<file path="src/rtl/cal_sched_pkg.sv">
package cal_sched_pkg;
  localparam int unsigned RATE_W       = 2;
  localparam int unsigned IDLE_SEL_W   = 2;
  localparam int unsigned LONGEST_SECS = 4096;
  localparam int unsigned MAX_IDLE     = 16;

  // seconds between automatic recalibrations for each rate code
  function automatic int unsigned period_secs(input logic [RATE_W-1:0] code);
    case (code)
      2'd0:    period_secs = 1;
      2'd1:    period_secs = 64;
      2'd2:    period_secs = 1024;
      default: period_secs = LONGEST_SECS;
    endcase
  endfunction

  // consecutive idle clocks required before a launch
  function automatic int unsigned idle_need(input logic [IDLE_SEL_W-1:0] code);
    idle_need = 2 << code;
  endfunction
endpackage

</file>
<file path="src/rtl/cal_tick_sync.sv">
module cal_tick_sync #(
  parameter int unsigned SYNC_STAGES = 2
) (
  input  logic clk,
  input  logic rst_n,
  input  logic lvl_in,
  output logic tick
);
  logic [SYNC_STAGES-1:0] sync_q, sync_d;
  logic                   prev_q, prev_d;

  always_comb begin
    sync_d = {sync_q[SYNC_STAGES-2:0], lvl_in};
    prev_d = sync_q[SYNC_STAGES-1];
  end

  always_ff @(posedge clk or negedge rst_n) begin
    if (!rst_n) begin
      sync_q <= '0;
      prev_q <= 1'b0;
    end else begin
      sync_q <= sync_d;
      prev_q <= prev_d;
    end
  end

  assign tick = sync_q[SYNC_STAGES-1] & ~prev_q;

  // one tick per rising edge, never two in a row
  assert_tick_single_R9: assert property (@(posedge clk) disable iff (!rst_n)
    tick |=> !tick);
endmodule

</file>
<file path="src/rtl/cal_period_timer.sv">
module cal_period_timer
  import cal_sched_pkg::*;
#(
  parameter int unsigned TICKS_PER_SEC = 32768
) (
  input  logic              clk,
  input  logic              rst_n,
  input  logic              tick,
  input  logic              auto_en,
  input  logic [RATE_W-1:0] rate_sel,
  output logic              expire
);
  localparam int unsigned MAX_TICKS = LONGEST_SECS * TICKS_PER_SEC;
  localparam int unsigned CNT_W     = $clog2(MAX_TICKS);

  logic [CNT_W-1:0]  cnt_q, cnt_d, last_val;
  logic [RATE_W-1:0] rate_q;
  logic              restart, at_last, exp_q, exp_d;

  always_comb begin
    last_val = CNT_W'(period_secs(rate_sel) * TICKS_PER_SEC - 1);
    restart  = (rate_sel != rate_q);
    at_last  = (cnt_q == last_val);
    exp_d    = auto_en & ~restart & tick & at_last;
    cnt_d    = cnt_q;
    if (!auto_en || restart)
      cnt_d = '0;
    else if (tick)
      cnt_d = at_last ? '0 : cnt_q + 1'b1;
  end

  always_ff @(posedge clk or negedge rst_n) begin
    if (!rst_n) begin
      cnt_q  <= '0;
      rate_q <= '0;
      exp_q  <= 1'b0;
    end else begin
      cnt_q  <= cnt_d;
      rate_q <= rate_sel;
      exp_q  <= exp_d;
    end
  end

  assign expire = exp_q;

  // an expiry only follows a cycle with the enable high
  assert_expire_gated_R6: assert property (@(posedge clk) disable iff (!rst_n)
    expire |-> $past(auto_en));
  // a rate change suppresses expiry in the following cycle
  assert_rate_restart_R7: assert property (@(posedge clk) disable iff (!rst_n)
    (rate_sel != rate_q) |=> !expire);
endmodule

</file>
<file path="src/rtl/cal_idle_gate.sv">
module cal_idle_gate
  import cal_sched_pkg::*;
(
  input  logic                  clk,
  input  logic                  rst_n,
  input  logic                  arm,
  input  logic                  busy,
  input  logic [IDLE_SEL_W-1:0] idle_sel,
  output logic                  launch
);
  localparam int unsigned IDLE_W = $clog2(MAX_IDLE);

  logic [IDLE_W-1:0] run_q, run_d, need_m1;

  always_comb begin
    need_m1 = IDLE_W'(idle_need(idle_sel) - 1);
    launch  = arm & ~busy & (run_q == need_m1);
    run_d   = run_q;
    if (!arm || busy || launch)
      run_d = '0;
    else
      run_d = run_q + 1'b1;
  end

  always_ff @(posedge clk or negedge rst_n) begin
    if (!rst_n) run_q <= '0;
    else        run_q <= run_d;
  end

  // the idle run is empty after any busy cycle
  assert_busy_clears_run_R3: assert property (@(posedge clk) disable iff (!rst_n)
    busy |=> (run_q == '0));
endmodule

</file>
<file path="src/rtl/cal_sched.sv">
module cal_sched
  import cal_sched_pkg::*;
#(
  parameter int unsigned TICKS_PER_SEC = 32768,
  parameter int unsigned SYNC_STAGES   = 2
) (
  input  logic                  clk,
  input  logic                  rst_n,
  input  logic                  lp_clk_lvl,
  input  logic                  adc_busy,
  input  logic                  auto_en,
  input  logic [RATE_W-1:0]     rate_sel,
  input  logic [IDLE_SEL_W-1:0] idle_sel,
  input  logic                  req_set,
  input  logic                  cal_done,
  output logic                  cal_start,
  output logic                  req_pend,
  output logic                  cal_active,
  output logic                  cal_ready
);
  logic slow_tick, expire, launch, arm;
  logic pend_q, pend_d, act_q, act_d, rdy_q, rdy_d, strobe_q;

  cal_tick_sync #(.SYNC_STAGES(SYNC_STAGES)) u_sync (
    .clk(clk), .rst_n(rst_n), .lvl_in(lp_clk_lvl), .tick(slow_tick));

  cal_period_timer #(.TICKS_PER_SEC(TICKS_PER_SEC)) u_timer (
    .clk(clk), .rst_n(rst_n), .tick(slow_tick), .auto_en(auto_en),
    .rate_sel(rate_sel), .expire(expire));

  assign arm = pend_q & ~act_q;

  cal_idle_gate u_gate (
    .clk(clk), .rst_n(rst_n), .arm(arm), .busy(adc_busy),
    .idle_sel(idle_sel), .launch(launch));

  // both sources fold into one pending bit; dropped while a cycle runs
  always_comb begin
    pend_d = pend_q;
    if (launch)
      pend_d = 1'b0;
    else if ((req_set | expire) & ~act_q)
      pend_d = 1'b1;

    act_d = act_q;
    if (launch)        act_d = 1'b1;
    else if (cal_done) act_d = 1'b0;

    rdy_d = rdy_q;
    if (launch)                 rdy_d = 1'b0;
    else if (cal_done && act_q) rdy_d = 1'b1;
  end

  always_ff @(posedge clk or negedge rst_n) begin
    if (!rst_n) begin
      pend_q   <= 1'b0;
      act_q    <= 1'b0;
      rdy_q    <= 1'b0;
      strobe_q <= 1'b0;
    end else begin
      pend_q   <= pend_d;
      act_q    <= act_d;
      rdy_q    <= rdy_d;
      strobe_q <= launch;
    end
  end

  assign cal_start  = strobe_q;
  assign req_pend   = pend_q;
  assign cal_active = act_q;
  assign cal_ready  = rdy_q;

  assert_strobe_single_R4: assert property (@(posedge clk) disable iff (!rst_n)
    cal_start |=> !cal_start);
  assert_start_sets_active_R4: assert property (@(posedge clk) disable iff (!rst_n)
    cal_start |-> (cal_active && !cal_ready));
  assert_done_sets_ready_R4: assert property (@(posedge clk) disable iff (!rst_n)
    (cal_active && cal_done) |=> (cal_ready && !cal_active));
  assert_launch_clears_req_R2: assert property (@(posedge clk) disable iff (!rst_n)
    cal_start |-> !req_pend);
  assert_busy_blocks_start_R3: assert property (@(posedge clk) disable iff (!rst_n)
    adc_busy |=> !cal_start);
  assert_merge_while_active_R5: assert property (@(posedge clk) disable iff (!rst_n)
    cal_active |=> !req_pend);
endmodule

</file>
<file path="config.mk">
export PLATFORM = sky130hd
export DESIGN_NAME = cal_sched
export DESIGN_NICKNAME = d
export VERILOG_FILES = /design/src/rtl/cal_sched_pkg.sv /design/src/rtl/cal_tick_sync.sv /design/src/rtl/cal_period_timer.sv /design/src/rtl/cal_idle_gate.sv /design/src/rtl/cal_sched.sv
export SDC_FILE = /design/constraint.sdc
export NUM_CORES = 1
export LEC_CHECK = 0
export BUFFER_PORTS_ARGS = -buffer_cell sky130_fd_sc_hd__clkbuf_2
export CAP_MARGIN = 15
export CORE_MARGIN = 1.5
export CORE_UTILIZATION = 35
export DETAILED_ROUTE_END_ITERATION = 8
export GPL_ROUTABILITY_DRIVEN = 0
export PLACE_DENSITY_LB_ADDON = 0.05
export SLEW_MARGIN = 5
export SYNTH_ARGS = -nofsm -noshare
export SYNTH_HDL_FRONTEND = slang
export SYNTH_SLANG_ARGS = --single-unit
</file>
<file path="constraint.sdc">
create_clock -name clk -period 2.3 [get_ports clk]
set_clock_uncertainty 0.15 [all_clocks]
set_input_delay 0.115 -clock clk [delete_from_list [all_inputs] [get_ports clk]]
set_output_delay 0.115 -clock clk [all_outputs]
set_load 0.005 [all_outputs]
</file>
# Word-level counts from Yosys, hierarchy flattened
# Cells that the tools add are included.
[totals]
ff_bits = 41
in_bits = 11
out_inout_bits = 4
word_cells = 55
[classes]
addsub = 4
eq_ne = 5
shift = 1
n_mux = 11
bitwise = 13
reduce_logical = 11
[ops]
columns = ["op", "n"]
rows = [
  ["two-way mux 27 bit", 3],
  ["one-hot mux 11 bit (3 select lines)", 1],
  ["adder 27 x 1 -> 27 bit, second input constant", 1],
  ["== test 27 bit", 1],
  ["subtractor 27 x 1 -> 27 bit, second input constant", 1],
  ["AND 1 bit", 8],
  ["nonzero test 2 bit", 4],
  ["two-way mux 1 bit", 6],
  ["adder 4 x 1 -> 4 bit, second input constant", 1],
  ["== test 4 bit", 1],
  ["two-way mux 4 bit", 1],
  ["inverter 1 bit", 4],
  ["left shift 2 x 2 -> 4 bit, first input constant", 1],
  ["subtractor 4 x 1 -> 4 bit, second input constant", 1],
  ["logical OR 1 bit", 3],
  ["== test 2 x 1 -> 1 bit, second input constant", 1],
  ["== test 2 bit, second input constant", 1],
  ["zero test 1 bit", 2],
  ["zero test 2 bit", 1],
  ["!= test 2 bit", 1],
  ["logical AND 1 bit", 1],
  ["OR 1 bit", 1],
]

# Depth between registers and ports, before layout
# Gate-level depths: netlist of run 1.
[depth]
depth_word = 7
depth_mapped = 10

# Modules after synthesis
# From an unflattened synthesis of run 1, not the netlist that was laid out.
[hier_totals]
hier_cells = 265
hier_area_um2 = 2391.0
[by_module_without_submodules]
columns = ["module", "n_inst", "cells_per_inst", "area_per_inst_um2", "seq_area_each_um2"]
rows = [
  ["cal_period_timer", 1, 226, 1911.8, 750.7],
  ["cal_idle_gate", 1, 23, 245.2, 100.1],
  ["cal_sched", 1, 12, 145.1, 100.1],
  ["cal_tick_sync", 1, 4, 88.8, 75.1],
]

# Worst setup path after synthesis of run 1
# Ideal clock, no wire load.
[synth_timing]
kind = "in2reg"
startpoint = "input port rate_sel[1]"
endpoint = "register u_timer.cnt_q[13]"
setup_time_ps = 124
arrival_ps = 2042
required_ps = 2026
setup_slack_ps = -16
cell_stages = 9
path_buffers = 1
cell_sequence = "or2_2 ha_1 or4_1 a211oi_2 and3_1 a21oi_1 buf_6 and3_1 a211o_1"
[synth_via]
elab_chain_len = 7
word_cells_on_any_way = 12
[synth_lines]
columns = ["element", "line_no", "text"]
rows = [
  ["from (decl)", "cal_sched.sv:12", "input logic [RATE_W-1:0] rate_sel,"],
  ["== test 2 bit (tied with other cells)", "cal_sched_pkg.sv:9", "case (code)"],
  ["one-hot mux 11 bit (3 select lines)", "cal_sched_pkg.sv:9", ""],
  ["subtractor 27 x 1 -> 27 bit", "cal_period_timer.sv:21", "last_val = CNT_W'(period_secs(rate_sel) * TICKS_PER_SEC - 1);"],
  ["== test 27 bit", "cal_period_timer.sv:23", "at_last = (cnt_q == last_val);"],
  ["two-way mux 27 bit", "cal_period_timer.sv:29", "cnt_d = at_last ? '0 : cnt_q + 1'b1;"],
  ["two-way mux 27 bit", "cal_period_timer.sv:28", "else if (tick)"],
  ["two-way mux 27 bit", "cal_period_timer.sv:26", "if (!auto_en || restart)"],
  ["to (signal assigned)", "cal_period_timer.sv:38", "cnt_q <= cnt_d;"],
  ["to (decl)", "cal_period_timer.sv:16", "logic [CNT_W-1:0] cnt_q, cnt_d, last_val;"],
]
# Several ways; a longest one is shown, not always the timed one. The select of a mux whose other input is x is not followed.
# A chain may end at the register's enable or synchronous reset.

# Worst setup path after layout of run 1
[layout_timing]
startpoint = "register u_timer.cnt_q[23]"
endpoint = "register u_timer.cnt_q[11]"
[layout_via]
elab_chain_len = 4
[layout_lines]
columns = ["element", "line_no"]
rows = [
  ["== test 27 bit", "cal_period_timer.sv:23"],
  ["two-way mux 27 bit", "cal_period_timer.sv:29"],
  ["two-way mux 27 bit", "cal_period_timer.sv:28"],
  ["two-way mux 27 bit", "cal_period_timer.sv:26"],
]
# No other way between the ends. The select of a mux whose other input is x is not followed.

==> reports/summary.txt, run 1 <==
=================================================================================
Run status                                                           finished clean
Syn Inst Count                                                                237
Library cell with the largest summed area after synthesis            sky130_fd_sc_hd__dfrtp_1
Remaining DRCs                                                                  0
Highest net fanout along the worst path                                         7
Power Dens Cells                                                     542.8 nW/um^2
Worst voltage drop across the vdd grid                                  0.2879 mV
Average cell area after synthesis                                     9.086 sq um
Total placed cells including tap cells                                        362
Final Hold Violating Endpoints                                                  0
I/O pin count                                                                  15
Port buffer count                                                              14
Starting DRT DRC Count                                                        134
Data arrival time at the worst-slack endpoint                             2260 ps
Number of nets at the end of the flow                                         315
Die Y-Extent                                                             81.44 um
Share of async-settable or async-resettable flops after synthesis          100.0%
Number of slew-limit violations in the final report                             0
Vias per Instance                                                           5.297
Number of setup buffers added after CTS                                         0
Max Clock Freq                                                          448.3 MHz
Distinct cell type count of the synthesized netlist                            43
Maximum number of pins on one net before global-route repair                   31
Summed instance area of the synthesized netlist                        2153 sq um
Ys flop type                                                         sky130_fd_sc_hd__dfrtp_1
Number of maximum-capacitance constraint violations                             0
Lkg Pwr                                                                  1.296 nW
Critical path data required time                                          2330 ps
Floorplan Core Area                                                    5921 sq um
Slew headroom                                                              71.03%
Proportion of synthesized chip area in sequential cells                    47.65%
Most used standard cells in the synthesized netlist                  sky130_fd_sc_hd__dfrtp_1, sky130_fd_sc_hd__nand3_1, sky130_fd_sc_hd__nand2_1
Overall routing resource usage                                             18.97%
Standard-cell rows                                                             28
Final critical-path share of the clock period                              96.99%
Vias in the first global route                                               1905
Floorplan die area                                                     6632 sq um
Post-route worst hold slack                                              12.58 ps
Synth area leaders                                                   sky130_fd_sc_hd__dfrtp_1, sky130_fd_sc_hd__nand3_1, sky130_fd_sc_hd__nand2_1
Initial core utilization                                                   36.37%
Clock transition at path regs                                               80 ps
Portion of synthesized cell area occupied by the leading cell type         47.65%
Warning count from the yosys run                                                0
Drt first pass iters                                                            4
Final standard cell count with taps included and fillers excluded             377
Total via count in the routed design                                         1997
Type of the setup path with the least slack                          register to register
Type of destination of the critical path                                 register
CTS root buffer                                                      sky130_fd_sc_hd__clkbuf_8
Min Tclk post-route                                                       2231 ps
Slew @ Worst Pin                                                         430.0 ps
Post-synth EDFFs                                                                0
Final setup viols                                                               0
Wire length of the first global-routing pass                             9.349 mm
X dimension of the die                                                   81.44 um
Average wire length per cell after detail routing                        15.22 um
Clk_lat worst skew                                                         290 ps
Detailed-route wire length                                               5.739 mm
Half-perimeter wire length after detailed placement                      4.032 mm
Clock tree from TritonCTS                                                   built
Number of nets produced by synthesis                                          251
Synthesis-to-finish area growth                                            31.03%
Initial antenna violation count                                                 0
Layout cells sized above 1                                                 24.17%
Register bit count reported by yosys                                           41
Buffer depth of the longest clock path                                          2
# H-tree levels                                                                 2
Number of antenna-violating nets in the routed design                           0
Category of the worst setup path launch point                            register
Dominant cell by count in the synthesized netlist                    sky130_fd_sc_hd__dfrtp_1
Sum of overflow across all layers after global routing                          0
Final antenna diode count                                                       0
Clock buffers created by TritonCTS                                              5
Min-Delay Path Class                                                 input port to register
Clock Sink Count                                                               41
Unrepaired setup endpoints after global routing                               yes
=================================================================================
[report_power, final]
| part | switching, mW | internal [mW] |
|---|---|---|
| Combinational | 0.0863 | 0.0682 |
| Clock | 0.257 | 0.354 |
| Sequential | 0.0195 | 0.746 |
[critical path, cell delays in order, from the launching register on]
cell and delay, ps:
sky130_fd_sc_hd__dfrtp_1 390, sky130_fd_sc_hd__or4_1 540, sky130_fd_sc_hd__a211oi_2 220, sky130_fd_sc_hd__and3_4 250
sky130_fd_sc_hd__a21oi_2 120, sky130_fd_sc_hd__and3_1 190, sky130_fd_sc_hd__a221o_1 260
[timing repair]
item                                   in CTS  in global routing
gates cloned                                0                  1
resized for setup                           1                  4
setup endpoints to repair                  12                 12
endpoints found under the hold margin      20                  0
hold buffers                                6                  0
pin swaps                                   0                  1
[routing by layer]
metal	GRT usage [%]	part of all wire (%)	up-vias
li1	-	-	1005
met1	25.68	50	953
met2	30.17	45	29
met5	0	0	-
met3	4.000	2.6	10
met4	6.207	1.8	0
[registers in the layout, indices dropped and copies added (netlist names)]
register and count:
req_pend 1, cal_active 1, u_sync.sync_q 2, u_sync.prev_q 1
u_gate.run_q 4, u_timer.cnt_q 27, u_timer.rate_q 2, cal_ready 1
cal_start 1, u_timer.expire 1
[kinds of logic (layout without fill, tap and decap cells)]
| kind of cell | count (synthesis) | count (layout) | share of synthesized area [%] |
|---|---|---|---|
| and+or+nand+nor | 136 | 136 | 31.55 |
| adders and majority gates | 3 | 3 | 1.743 |
| DFF | 41 | 41 | 47.65 |
| muxes | 2 | 2 | 0.9297 |
| buffers and inverters | 13 | 77 | 2.847 |
| xor gates and xnor gates | 8 | 8 | 3.254 |
| AOI/OAI and AO/OA | 34 | 35 | 12.03 |
[worst paths after layout]
kind / from / to / slack (ps) / cells past startpoint
max: u_timer.cnt_q[23] / u_timer.cnt_q[11] / 70 / 6
min: req_set / req_pend / 10 / 5
max reg2reg: u_timer.cnt_q[23] / u_timer.cnt_q[11] / 70 / 6
min reg2reg: u_sync.sync_q[0] / u_sync.sync_q[1] / 200 / 0
max in group asynchronous: rst_n / u_gate.run_q[2] / 1170 / 3
min in group asynchronous: rst_n / u_timer.cnt_q[21] / 110 / 2
[layout make-up]
cell class,count,area [sq um]
clock inverters,1,30.03
clock buffers,7,86.33
inverters,6,22.52
repair buffers,63,465.4
multi-input cells,184,1097
fillers,572,3099
well taps,75,93.84
flip-flops and latches,41,1026
[stage by stage]
step	instance area (sq um)	worst slack (ps)	util, %	setup TNS (ps)	power (mW)
after floorplan	2153	20.03	-	0	0.8474
after global placement	2618	-166.2	44.21	-2015	0.9265
after detailed placement	2618	-200.2	44.21	-2743	0.9275
after CTS	2801	46.72	47.32	0	1.554
after global routing	2821	4.121	47.65	0	1.600
final	2821	69.27	47.65	0	1.531
[cell usage in the layout, fill, tap and decap left out, types with 6 or more instances in the layout]
cell                            instances
sky130_fd_sc_hd__buf_4                 42
sky130_fd_sc_hd__dfrtp_1               41
sky130_fd_sc_hd__nand3_1               35
sky130_fd_sc_hd__nand2_1               32
sky130_fd_sc_hd__nor2_1                22
sky130_fd_sc_hd__clkbuf_2              14
sky130_fd_sc_hd__nand4_1               11
sky130_fd_sc_hd__or3_1                  8
sky130_fd_sc_hd__and3_1                 7
sky130_fd_sc_hd__a21oi_1                7
sky130_fd_sc_hd__xnor2_1                6
sky130_fd_sc_hd__inv_1                  6
sky130_fd_sc_hd__clkbuf_8               6
sky130_fd_sc_hd__dlygate4sd3_1          6
Note: power is estimated with default switching activity, not from simulation.
==> run 2: changes to the inputs <==
Settings changed: BUFFER_PORTS_ARGS -buffer_cell sky130_fd_sc_hd__clkbuf_2 to -buffer_cell sky130_fd_sc_hd__buf_4.
Clock period 2.3 ns to 1.95 ns, I/O delays scaled along.
==> run 2 against run 1 <==
Against the previous run: critical endpoint unchanged; power is 21% higher; wire length is 7.5% higher; the flow now finishes with violations (setup timing); flip-flop and latch count stayed put.
==> reports/summary.txt, run 2 (same netlist as run 1, synthesis figures left out) <==
=====================================================================================
Slack of the worst reg-to-reg path                                            -270 ps   -340 ps
Most frequent standard cell in the layout excluding fill and tap cells   sky130_fd_sc_hd__buf_4
Final Hold Violating Endpoints                                                      0   unchanged
Half-perimeter wire length after detailed placement                          3.960 mm   -1.8%
Clock buffers created by TritonCTS                                                  5   unchanged
Finished layout cell area                                                  3264 sq um   +16%
Number of maximum-capacitance constraint violations                                 0   unchanged
Origin of the critical flop-to-flop path                                 u_timer.cnt_q[24]
Type of destination of the critical path                                     register
Worst hold path depth                                                               4   -1
Clk_lat worst skew                                                             300 ps   about the same
Largest registers                                                        u_timer.cnt_q (27), u_gate.run_q (4)
Drt first pass iters                                                                4   unchanged
Slew @ Worst Pin                                                             552.6 ps   +122.6 ps
Standard-cell rows                                                                 28   unchanged
Final antenna diode count                                                           0   unchanged
Vias in the first global route                                                   1996   +4.8%
Layout cells sized above 1                                                     36.59%   +12 points
# H-tree levels                                                                     2   unchanged
Min Tclk post-route                                                           2220 ps   -10.30 ps
Largest Register                                                         u_timer.cnt_q
Wire length of the first global-routing pass                                 9.708 mm   +3.8%
Max reg flops                                                                      27   unchanged
Worst voltage drop across the vdd grid                                      0.3080 mV   +7.0%
Type of the setup path with the least slack                              register to register
Category of the worst setup path launch point                                register
Die Y-Extent                                                                 81.44 um   unchanged
Critical path data required time                                              1980 ps   -350 ps
Detailed-route wire length                                                   6.171 mm   +7.5%
Post-placement cell area                                                   2809 sq um   +7.3%
Final setup viols                                                                  22   +22
Buffer depth of the longest clock path                                              2   unchanged
Setup WS post-layout                                                        -270.4 ps   -339.7 ps
Final standard cell count with taps included and fillers excluded                 403   +6.9%
Number of nets at the end of the flow                                             341   +8.3%
Average wire length per cell after detail routing                            15.31 um   +0.59%
Lkg Pwr                                                                      1.492 nW   +15%
Min-Delay Path Class                                                     input port to register
Vias per Instance                                                               5.278   -0.36%
Most used cells in the layout excluding fill and tap cells               sky130_fd_sc_hd__buf_4, sky130_fd_sc_hd__dfrtp_1, sky130_fd_sc_hd__nand2_1
HP Start                                                                      auto_en
Sum of overflow across all layers after global routing                              0   unchanged
Cell depth of the worst flop-to-flop path                                           6   unchanged
Overall routing resource usage                                                 19.58%   +0.60 points
Maximum number of pins on one net before global-route repair                       42   +35%
X dimension of the die                                                       81.44 um   unchanged
Data arrival time at the worst-slack endpoint                                 2250 ps   about the same
Starting DRT DRC Count                                                            145   +8.2%
Clock transition at path regs                                                   90 ps   about the same
Clock Sink Count                                                                   41   unchanged
Total placed cells including tap cells                                            376   +3.9%
Violations in the final reports                                          setup timing
Initial core utilization                                                       36.37%   unchanged
Number of filler instances in the final layout                                    548   -4.2%
Port buffer count                                                                  14   unchanged
Floorplan Core Area                                                        5921 sq um   unchanged
Final critical-path share of the clock period                                  113.9%   +17 points
Post-route worst hold slack                                                  74.72 ps   +62.14 ps
Floorplan die area                                                         6632 sq um   unchanged
Number of slew-limit violations in the final report                                 0   unchanged
Power Dens Cells                                                         566.6 nW/um^2   +4.4%
CTS root buffer                                                          sky130_fd_sc_hd__clkbuf_8
Unrepaired setup endpoints after global routing                                   yes
Slew headroom                                                                  63.16%   -7.9 points
I/O pin count                                                                      15   unchanged
Initial antenna violation count                                                     0   unchanged
Source of the critical timing path                                       u_timer.cnt_q[24]
Total via count in the routed design                                             2127   +6.5%
Remaining DRCs                                                                      0   unchanged
Max Clock Freq                                                              450.4 MHz   +0.46%
Number of antenna-violating nets in the routed design                               0   unchanged
Run status                                                               finished with violations
Clock tree from TritonCTS                                                       built
Synthesis-to-finish area growth                                                51.60%
Highest net fanout along the worst path                                             5   -2
=====================================================================================
[run 2: cell types whose count changed in the layout (fill, tap and decap cells not counted), moves of 3 or more]
cell,previous run,this run
sky130_fd_sc_hd__buf_4,42,71
sky130_fd_sc_hd__clkbuf_2,14,0
sky130_fd_sc_hd__nand3_1,35,25
sky130_fd_sc_hd__buf_6,0,8
sky130_fd_sc_hd__nand3_2,0,8
sky130_fd_sc_hd__o311ai_0,3,0
[run 2: layout make-up]
type                            instances  area, sq um  area share [%]
Multi-Input combinational cell        185         1272           38.98
Sequential cell                        41         1026           31.43
Timing Repair Buffer                   88        733.2           22.46
Tap cell                               75        93.84           2.875
Clock buffer                            7        86.33           2.645
Clock inverter                          1        30.03          0.9199
Inverter                                6        22.52          0.6899
[run 2: path summary, 6_finish.rpt]
kind | end
min in group asynchronous | u_gate.run_q[2]
min | u_timer.cnt_q[14]
min reg2reg | u_sync.sync_q[1]
max | u_timer.cnt_q[11]
max reg2reg | u_timer.cnt_q[11]
max in group asynchronous | u_timer.cnt_q[5]
[run 2: layer usage]
layer	routed length, um	global-route usage (%)	vias to the layer above
met2	2947	32.56	37
met5	0	0	-
met1	2962	25.71	1028
met4	70	5.862	0
li1	-	-	1055
met3	190	3.778	7
[run 2: report_power, final]
part	switching [mW]	leakage, nW	total [mW]	internal, mW
clock network	0.308	0.0585	0.726	0.418
registers	0.0229	0.552	0.903	0.880
logic	0.111	0.882	0.220	0.109
[run 2: repair_timing]
| item | in CTS | in global routing |
|---|---|---|
| pin swaps | 8 | 18 |
| endpoints found under the hold margin | 52 | 0 |
| resized for setup | 6 | 32 |
| setup buffers | 0 | 10 |
| hold buffers | 7 | 0 |
| gates cloned | 2 | 0 |
| setup endpoints to repair | 23 | 25 |
[run 2: critical path: stages, from the launching register on]
cell                       delay (ps)
sky130_fd_sc_hd__dfrtp_1          390
sky130_fd_sc_hd__or4_4            530
sky130_fd_sc_hd__a211oi_4         250
sky130_fd_sc_hd__and3_4           280
sky130_fd_sc_hd__a21oi_4          100
sky130_fd_sc_hd__and3_1           160
sky130_fd_sc_hd__a221o_1          260
[run 2: metrics by stage]
step	worst slack, ps	utilization [%]	setup TNS, ps	power, mW
after global placement	-554.9	47.44	-10120	1.114
after global routing	-324.8	55.14	-5264	1.926
after floorplan	-230.4	-	-3893	1.004
after detailed placement	-580.9	47.44	-10640	1.114
final	-270.4	55.14	-4047	1.850
after CTS	-256.6	51.31	-4669	1.851
